==> src/rtl/ptb_pkg.sv <==
package ptb_pkg;
   localparam int PTB_CNT_W  = 20;
   localparam int PTB_DIV_W  = 18;
   localparam int PTB_FRAC_W = 8;
   localparam int PTB_EXP_W  = 5;

   typedef enum logic {
      SRC_REF = 1'b0,
      SRC_BUS = 1'b1
   } ptb_src_e;
endpackage

==> src/rtl/ptb_frac_div.sv <==
module ptb_frac_div #(
   parameter int DIV_W  = 18,
   parameter int FRAC_W = 8
) (
   input  logic             clk,
   input  logic             rst_n,
   input  logic             tick,
   input  logic             clr,
   input  logic [DIV_W-1:0] div_q,
   output logic             step
);
   localparam int          ACC_W = DIV_W + 1;
   localparam logic [ACC_W-1:0] UNIT = ACC_W'(1) << FRAC_W;

   logic [ACC_W-1:0] acc;
   logic [ACC_W-1:0] div_eff;
   logic [ACC_W-1:0] sum;
   logic             reach;

   always_comb begin
      div_eff = {1'b0, div_q};
      if (div_eff < UNIT) div_eff = UNIT;
      sum   = acc + UNIT;
      reach = (sum >= div_eff);
   end

   always_ff @(posedge clk or negedge rst_n) begin
      if (!rst_n) begin
         acc  <= '0;
         step <= 1'b0;
      end else if (clr) begin
         acc  <= '0;
         step <= 1'b0;
      end else if (tick) begin
         acc  <= reach ? (sum - div_eff) : sum;
         step <= reach;
      end else begin
         step <= 1'b0;
      end
   end
endmodule

==> src/rtl/ptb_wrap_counter.sv <==
module ptb_wrap_counter #(
   parameter int CNT_W = 20,
   parameter int EXP_W = 5
) (
   input  logic             clk,
   input  logic             rst_n,
   input  logic             step,
   input  logic             pause,
   input  logic             clr,
   input  logic [EXP_W-1:0] range_exp,
   output logic [CNT_W-1:0] cnt,
   output logic             wrap_evt,
   output logic             ovf_q
);
   localparam int TOP_W = CNT_W + 1;

   logic [EXP_W-1:0] exp_c;
   logic [TOP_W-1:0] top;
   logic             hit;
   logic             adv;

   always_comb begin
      exp_c    = (range_exp > EXP_W'(CNT_W)) ? EXP_W'(CNT_W) : range_exp;
      top      = (TOP_W'(1) << exp_c) - TOP_W'(1);
      hit      = ({1'b0, cnt} >= top);
      adv      = step & ~pause & ~clr;
      wrap_evt = adv & hit;
   end

   always_ff @(posedge clk or negedge rst_n) begin
      if (!rst_n) begin
         cnt   <= '0;
         ovf_q <= 1'b0;
      end else if (clr) begin
         cnt   <= '0;
         ovf_q <= 1'b0;
      end else if (adv) begin
         cnt   <= hit ? '0 : cnt + CNT_W'(1);
         ovf_q <= hit;
      end else begin
         ovf_q <= 1'b0;
      end
   end
endmodule

==> src/rtl/ptb_cfg_stage.sv <==
module ptb_cfg_stage #(
   parameter int              DIV_W   = 18,
   parameter int              EXP_W   = 5,
   parameter bit              STAGED  = 1'b1,
   parameter logic [DIV_W-1:0] RST_DIV = DIV_W'(256),
   parameter logic [EXP_W-1:0] RST_EXP = EXP_W'(4)
) (
   input  logic             clk,
   input  logic             rst_n,
   input  logic [DIV_W-1:0] cfg_div,
   input  logic [EXP_W-1:0] cfg_exp,
   input  logic             upd_req,
   input  logic             wrap_evt,
   input  logic             clr,
   output logic [DIV_W-1:0] act_div,
   output logic [EXP_W-1:0] act_exp,
   output logic             pending
);
   generate
      if (STAGED) begin : g_staged
         logic take;
         assign take = pending & (wrap_evt | clr);

         always_ff @(posedge clk or negedge rst_n) begin
            if (!rst_n) begin
               act_div <= RST_DIV;
               act_exp <= RST_EXP;
               pending <= 1'b0;
            end else begin
               if (take) begin
                  act_div <= cfg_div;
                  act_exp <= cfg_exp;
               end
               if (take)         pending <= 1'b0;
               else if (upd_req) pending <= 1'b1;
            end
         end
      end else begin : g_direct
         logic unused_stage;
         assign unused_stage = ^{clk, rst_n, upd_req, wrap_evt, clr};
         assign act_div = cfg_div;
         assign act_exp = cfg_exp;
         assign pending = 1'b0;
      end
   endgenerate
endmodule

==> src/rtl/ptb_pwm_timebase.sv <==
module ptb_pwm_timebase
   import ptb_pkg::*;
#(
   parameter int CNT_W  = PTB_CNT_W,
   parameter int DIV_W  = PTB_DIV_W,
   parameter int FRAC_W = PTB_FRAC_W,
   parameter int EXP_W  = PTB_EXP_W,
   parameter bit STAGED = 1'b1
) (
   input  logic             clk,
   input  logic             rst_n,
   input  logic             bus_tick_en,
   input  logic             ref_tick_en,
   input  logic             src_sel,
   input  logic [DIV_W-1:0] cfg_div,
   input  logic [EXP_W-1:0] cfg_exp,
   input  logic             cfg_pause,
   input  logic             cfg_clear,
   input  logic             upd_req,
   input  logic             irq_clr,
   output logic [CNT_W-1:0] cnt_value,
   output logic             ovf_pulse,
   output logic             irq_raw,
   output logic             upd_pending
);
   if (CNT_W < 1 || CNT_W > 30) begin : g_bad_cnt
      $error("ptb_pwm_timebase: CNT_W out of range");
   end
   if (FRAC_W < 1 || FRAC_W >= DIV_W) begin : g_bad_frac
      $error("ptb_pwm_timebase: FRAC_W must be below DIV_W");
   end
   if ((1 << EXP_W) <= CNT_W) begin : g_bad_exp
      $error("ptb_pwm_timebase: EXP_W too narrow to reach CNT_W");
   end

   logic             tick_sel;
   logic             step;
   logic             wrap_evt;
   logic [DIV_W-1:0] act_div;
   logic [EXP_W-1:0] act_exp;

   always_comb begin
      tick_sel = (ptb_src_e'(src_sel) == SRC_BUS) ? bus_tick_en : ref_tick_en;
   end

   ptb_cfg_stage #(
      .DIV_W  (DIV_W),
      .EXP_W  (EXP_W),
      .STAGED (STAGED),
      .RST_DIV(DIV_W'(1) << FRAC_W),
      .RST_EXP(EXP_W'(4))
   ) u_stage (
      .clk     (clk),
      .rst_n   (rst_n),
      .cfg_div (cfg_div),
      .cfg_exp (cfg_exp),
      .upd_req (upd_req),
      .wrap_evt(wrap_evt),
      .clr     (cfg_clear),
      .act_div (act_div),
      .act_exp (act_exp),
      .pending (upd_pending)
   );

   ptb_frac_div #(
      .DIV_W (DIV_W),
      .FRAC_W(FRAC_W)
   ) u_div (
      .clk  (clk),
      .rst_n(rst_n),
      .tick (tick_sel),
      .clr  (cfg_clear),
      .div_q(act_div),
      .step (step)
   );

   ptb_wrap_counter #(
      .CNT_W(CNT_W),
      .EXP_W(EXP_W)
   ) u_cnt (
      .clk      (clk),
      .rst_n    (rst_n),
      .step     (step),
      .pause    (cfg_pause),
      .clr      (cfg_clear),
      .range_exp(act_exp),
      .cnt      (cnt_value),
      .wrap_evt (wrap_evt),
      .ovf_q    (ovf_pulse)
   );

   always_ff @(posedge clk or negedge rst_n) begin
      if (!rst_n)        irq_raw <= 1'b0;
      else if (wrap_evt) irq_raw <= 1'b1;
      else if (irq_clr)  irq_raw <= 1'b0;
   end
endmodule

==> config.mk <==
export PLATFORM = sky130hd
export DESIGN_NAME = ptb_pwm_timebase
export DESIGN_NICKNAME = d
export VERILOG_FILES = /design/src/rtl/ptb_pkg.sv /design/src/rtl/ptb_frac_div.sv /design/src/rtl/ptb_wrap_counter.sv /design/src/rtl/ptb_cfg_stage.sv /design/src/rtl/ptb_pwm_timebase.sv
export SDC_FILE = /design/constraint.sdc
export NUM_CORES = 1
export LEC_CHECK = 0
export ABC_AREA = 1
export BUFFER_PORTS_ARGS = -buffer_cell sky130_fd_sc_hd__buf_4
export CAP_MARGIN = 20
export CORE_MARGIN = 3
export CORE_UTILIZATION = 30
export CTS_CLUSTER_DIAMETER = 40
export CTS_CLUSTER_SIZE = 24
export DETAILED_ROUTE_END_ITERATION = 16
export PLACE_DENSITY = 0.55
export RECOVER_POWER = 25
export SETUP_SLACK_MARGIN = 0.1
export SLEW_MARGIN = 10
export SYNTH_ARGS = -nofsm -noshare
export SYNTH_HDL_FRONTEND = slang
export SYNTH_SLANG_ARGS = --single-unit
==> constraint.sdc <==
create_clock -name clk -period 4.2 [get_ports clk]
set_input_delay 0.21 -clock clk [delete_from_list [all_inputs] [get_ports clk]]
set_output_delay 0.21 -clock clk [all_outputs]
set_load 0.03 [all_outputs]
==> results by group <==
Timing
  – Hold WS: -13.02 ps
  – Setup Skew: 7.879 ps
  – Final period util: 0.9249
  – RSZ-0062 raised after global routing: yes
  – Final hold vios: 19
  – Min cycle time layout: 3884 ps
  – Slew @ Worst Pin: 863.7 ps
  – Relative slew slack: 0.4242
  – Slew Limit Fails: 0
  – Setup-failing EPs final: 0
  – Fmax: 257.4 MHz

Worst setup path
  – CP delay by family, top: simple AND/OR/NAND/NOR gates
  – CP dominant cell by count: nand2_1
  – CP startpoint kind: flip-flop
  – WP buf/inv: 4
  – Crit path DAT: 4110 ps
  – CP Launch Point: u_stage.act_exp[2]
  – Worst stage delay on the critical path: 590 ps
  – Slowest CP cell: dfstp_2
  – Worst path required time: 4430 ps
  – Worst Path Max Fanout: 7
  – Setup crit end kind: flip-flop
  – Setup CP Type: flip-flop to flip-flop
  – Worst R2R Start: u_stage.act_exp[2]

CTS
  – Max Root-Sink Buffers: 2
  – Worst-skew pair later-pin latency: 350 ps
  – Clock transition at path regs: 60 ps
  – Hold buffer count at cts: 0
  – CTS root buffer: clkbuf_16
  – Clock Sinks: 66
  – H-tree depth: 3
  – CTS tree: done
  – Num CTS Buffers: 9

Power and ir drop
  – Sw Ratio: 0.4175
  – Sw Pwr: 1345 uW
  – PwrDens: 504.9 nW/um2
  – Static Leakage: 0.003293 uW
  – Internal power: 1877 uW
  – Sequential Power Share: 0.254
  – Gate power share: 0.490
  – Maximum vdd drop: 246.8 uV
  – Clk network pwr share: 0.256

Floorplanning
  – Core area: 16580 um2
  – Chip Height: 136.4 um
  – Initial core utilization: 0.3075
  – # rows: 47
  – Die Wd: 136.4 um
  – I/O pins: 55
  – DIE AREA: 18600 um2

Detailed routing
  – Via/cell ratio: 4.717
  – Final wirelength: 14240 um
  – Detail Route Antenna Nets: 0
  – Iter 0 DRT Violations: 259
  – Number of remaining DRC errors: 0
  – Wire length per cell: 14.05 um
  – Total number of vias: 4783
  – Drt first pass iters: 4

Yosys
  – Synth Register Bits: 66
  – Syn_nets: 789
  – Cell Area, Synth: 5099 um2
  – Sequential area share after synthesis: 0.3244
  – Mean post-synth cell area: 7.131 um2
  – Syn Inst Count: 715
  – Async set or reset register ratio after synthesis: 1.000
  – Yosys warns: 0
  – Yosys cell types: 39
  – Main flop type after synthesis: dfrtp_1
  – Post-synth EDFFs: 0

Cells and area
  – Core Util, Final: 0.3849
  – Commonest cells after routing, fill and taps aside: nand2_1, inv_1, buf_4
  – Layout cells sized above 1: 0.1675
  – Design area: 6382 um2
  – Layout area overhead: 25.18%
  – Most common cell after layout, fill and taps aside: nand2_1
  – NumNets Final: 863
  – # diodes: 0

Run status
  – Status: complete, but fails checks
  – Failing checks: hold timing

Place
  – Area post-placement: 5794 um2
  – DP HPWL: 10680 um
  – RePlAce Congestion: 0.8795
  – Port Buffers: 54

Global route
  – Pin count of the biggest net entering global routing: 67
  – Gr ovfl total: 0
  – First-pass GRT wire length: 22900 um
  – Vias in the first global route: 4612
  – Total GRT Usage: 0.1571
  – Initial antenna violation count: 0

Run
  – MaxCap Viol Count: 0

Hold path
  – HP Class: input pin to async pin
## flip-flops by register name, summed over array words and instances, names as in the netlist
name and flops:
u_stage.act_exp 5, u_cnt.ovf_q 1, u_stage.act_div 18, u_div.step 1
u_cnt.cnt 20, irq_raw 1, u_stage.pending 1, u_div.acc 19
## metal layers
metal / vias up / wire length, um / track usage
met5: - / 0 / 0
met4: 0 / 327 / 0.06271
met3: 23 / 524 / 0.03442
met2: 79 / 6624 / 0.2493
met1: 2201 / 6768 / 0.2078
li1: 2480 / - / -
## what timing repair did
item	4_1_cts	5_1_grt
buffers inserted	0	6
pin swaps	0	17
gates cloned	0	4
endpoints found under the hold margin	0	0
gates resized for setup	3	34
endpoints found under the setup margin	4	46
## cells in the mapped netlist, types with 5 or more instances
| cell | count | share of area |
|---|---|---|
| nand4_1 | 10 | 0.012 |
| nand2_1 | 200 | 0.15 |
| ha_1 | 41 | 0.10 |
| nor3_1 | 15 | 0.015 |
| inv_1 | 97 | 0.071 |
| dfrtp_1 | 64 | 0.31 |
| xor2_1 | 33 | 0.057 |
| o22ai_1 | 14 | 0.017 |
| nand3b_1 | 5 | 0.0074 |
| buf_2 | 6 | 0.0059 |
| nor2_1 | 45 | 0.033 |
| nand3_1 | 73 | 0.072 |
| xnor2_1 | 9 | 0.015 |
| a21oi_1 | 27 | 0.027 |
| o21ai_0 | 34 | 0.033 |
## worst register-to-register path: cells and delay by family (launching register included)
family	cells	cell delay (ps)
xor+xnor	1	130
flops	1	590
compound gates	3	480
simple gates	18	1770
fa+ha+maj	2	410
buf+inv	4	390
## per-stage QoR
| step | TNS (ps) | setup slack (ps) | std cells | hold slack (ps) | power, uW |
|---|---|---|---|---|---|
| floorplan | 0 | 385.3 | 715 | -85.59 | 1929 |
| global placement | 0 | 185.2 | 988 | 392.7 | 2303 |
| detailed placement | 0 | 119.8 | 988 | 400.1 | 2304 |
| CTS | 0 | 121.9 | 1004 | 26.04 | 3153 |
| global route | -92.13 | -13.64 | 1014 | 56.33 | 3515 |
| finish | 0 | 315.6 | 1014 | -13.02 | 3223 |
## area by class of cell
class | instances | area [um2]
Inverter | 98 | 367.9
Sequential cell | 66 | 1655
Fill cell | 1769 | 10200
Multi-Input combinational cell | 538 | 3133
Timing Repair Buffer | 76 | 630.6
Clock inverter | 5 | 77.57
Tap cell | 220 | 275.3
Clock buffer | 11 | 242.7
## worst paths after layout
path                       slack, ps  cells after the start            endpoint
min in group clk                  40                      2             irq_raw
setup / recovery                 320                     28  u_stage.act_div[3]
setup reg to reg                 320                     28  u_stage.act_div[3]
hold / removal                   -10                      1        u_div.acc[6]
hold reg to reg                  470                      2  u_stage.act_div[5]
max in group asynchronous       3610                      1  u_stage.act_exp[3]
## logic make-up (layout without fill, tap and decap cells)
family | count (synthesis) | count (layout) | share of synthesized area
and+or+nand+nor | 364 | 366 | 0.3112
buffers and inverters | 113 | 190 | 0.08981
AOI/OAI and AO/OA | 87 | 87 | 0.09472
DFF | 66 | 66 | 0.3244
xor gates and xnor gates | 43 | 43 | 0.07534
adders and majority gates | 42 | 42 | 0.1045
## power groups by stage
stage / combinational (uW) / sequential (uW) / clock, uW
after floorplan: 1120 / 807 / 0
after global placement: 1480 / 827 / 0
after detailed placement: 1480 / 826 / 0
after CTS: 1490 / 817 / 844
after global routing: 1810 / 835 / 870
final: 1580 / 819 / 824
Power figures use the tool's default switching activity.
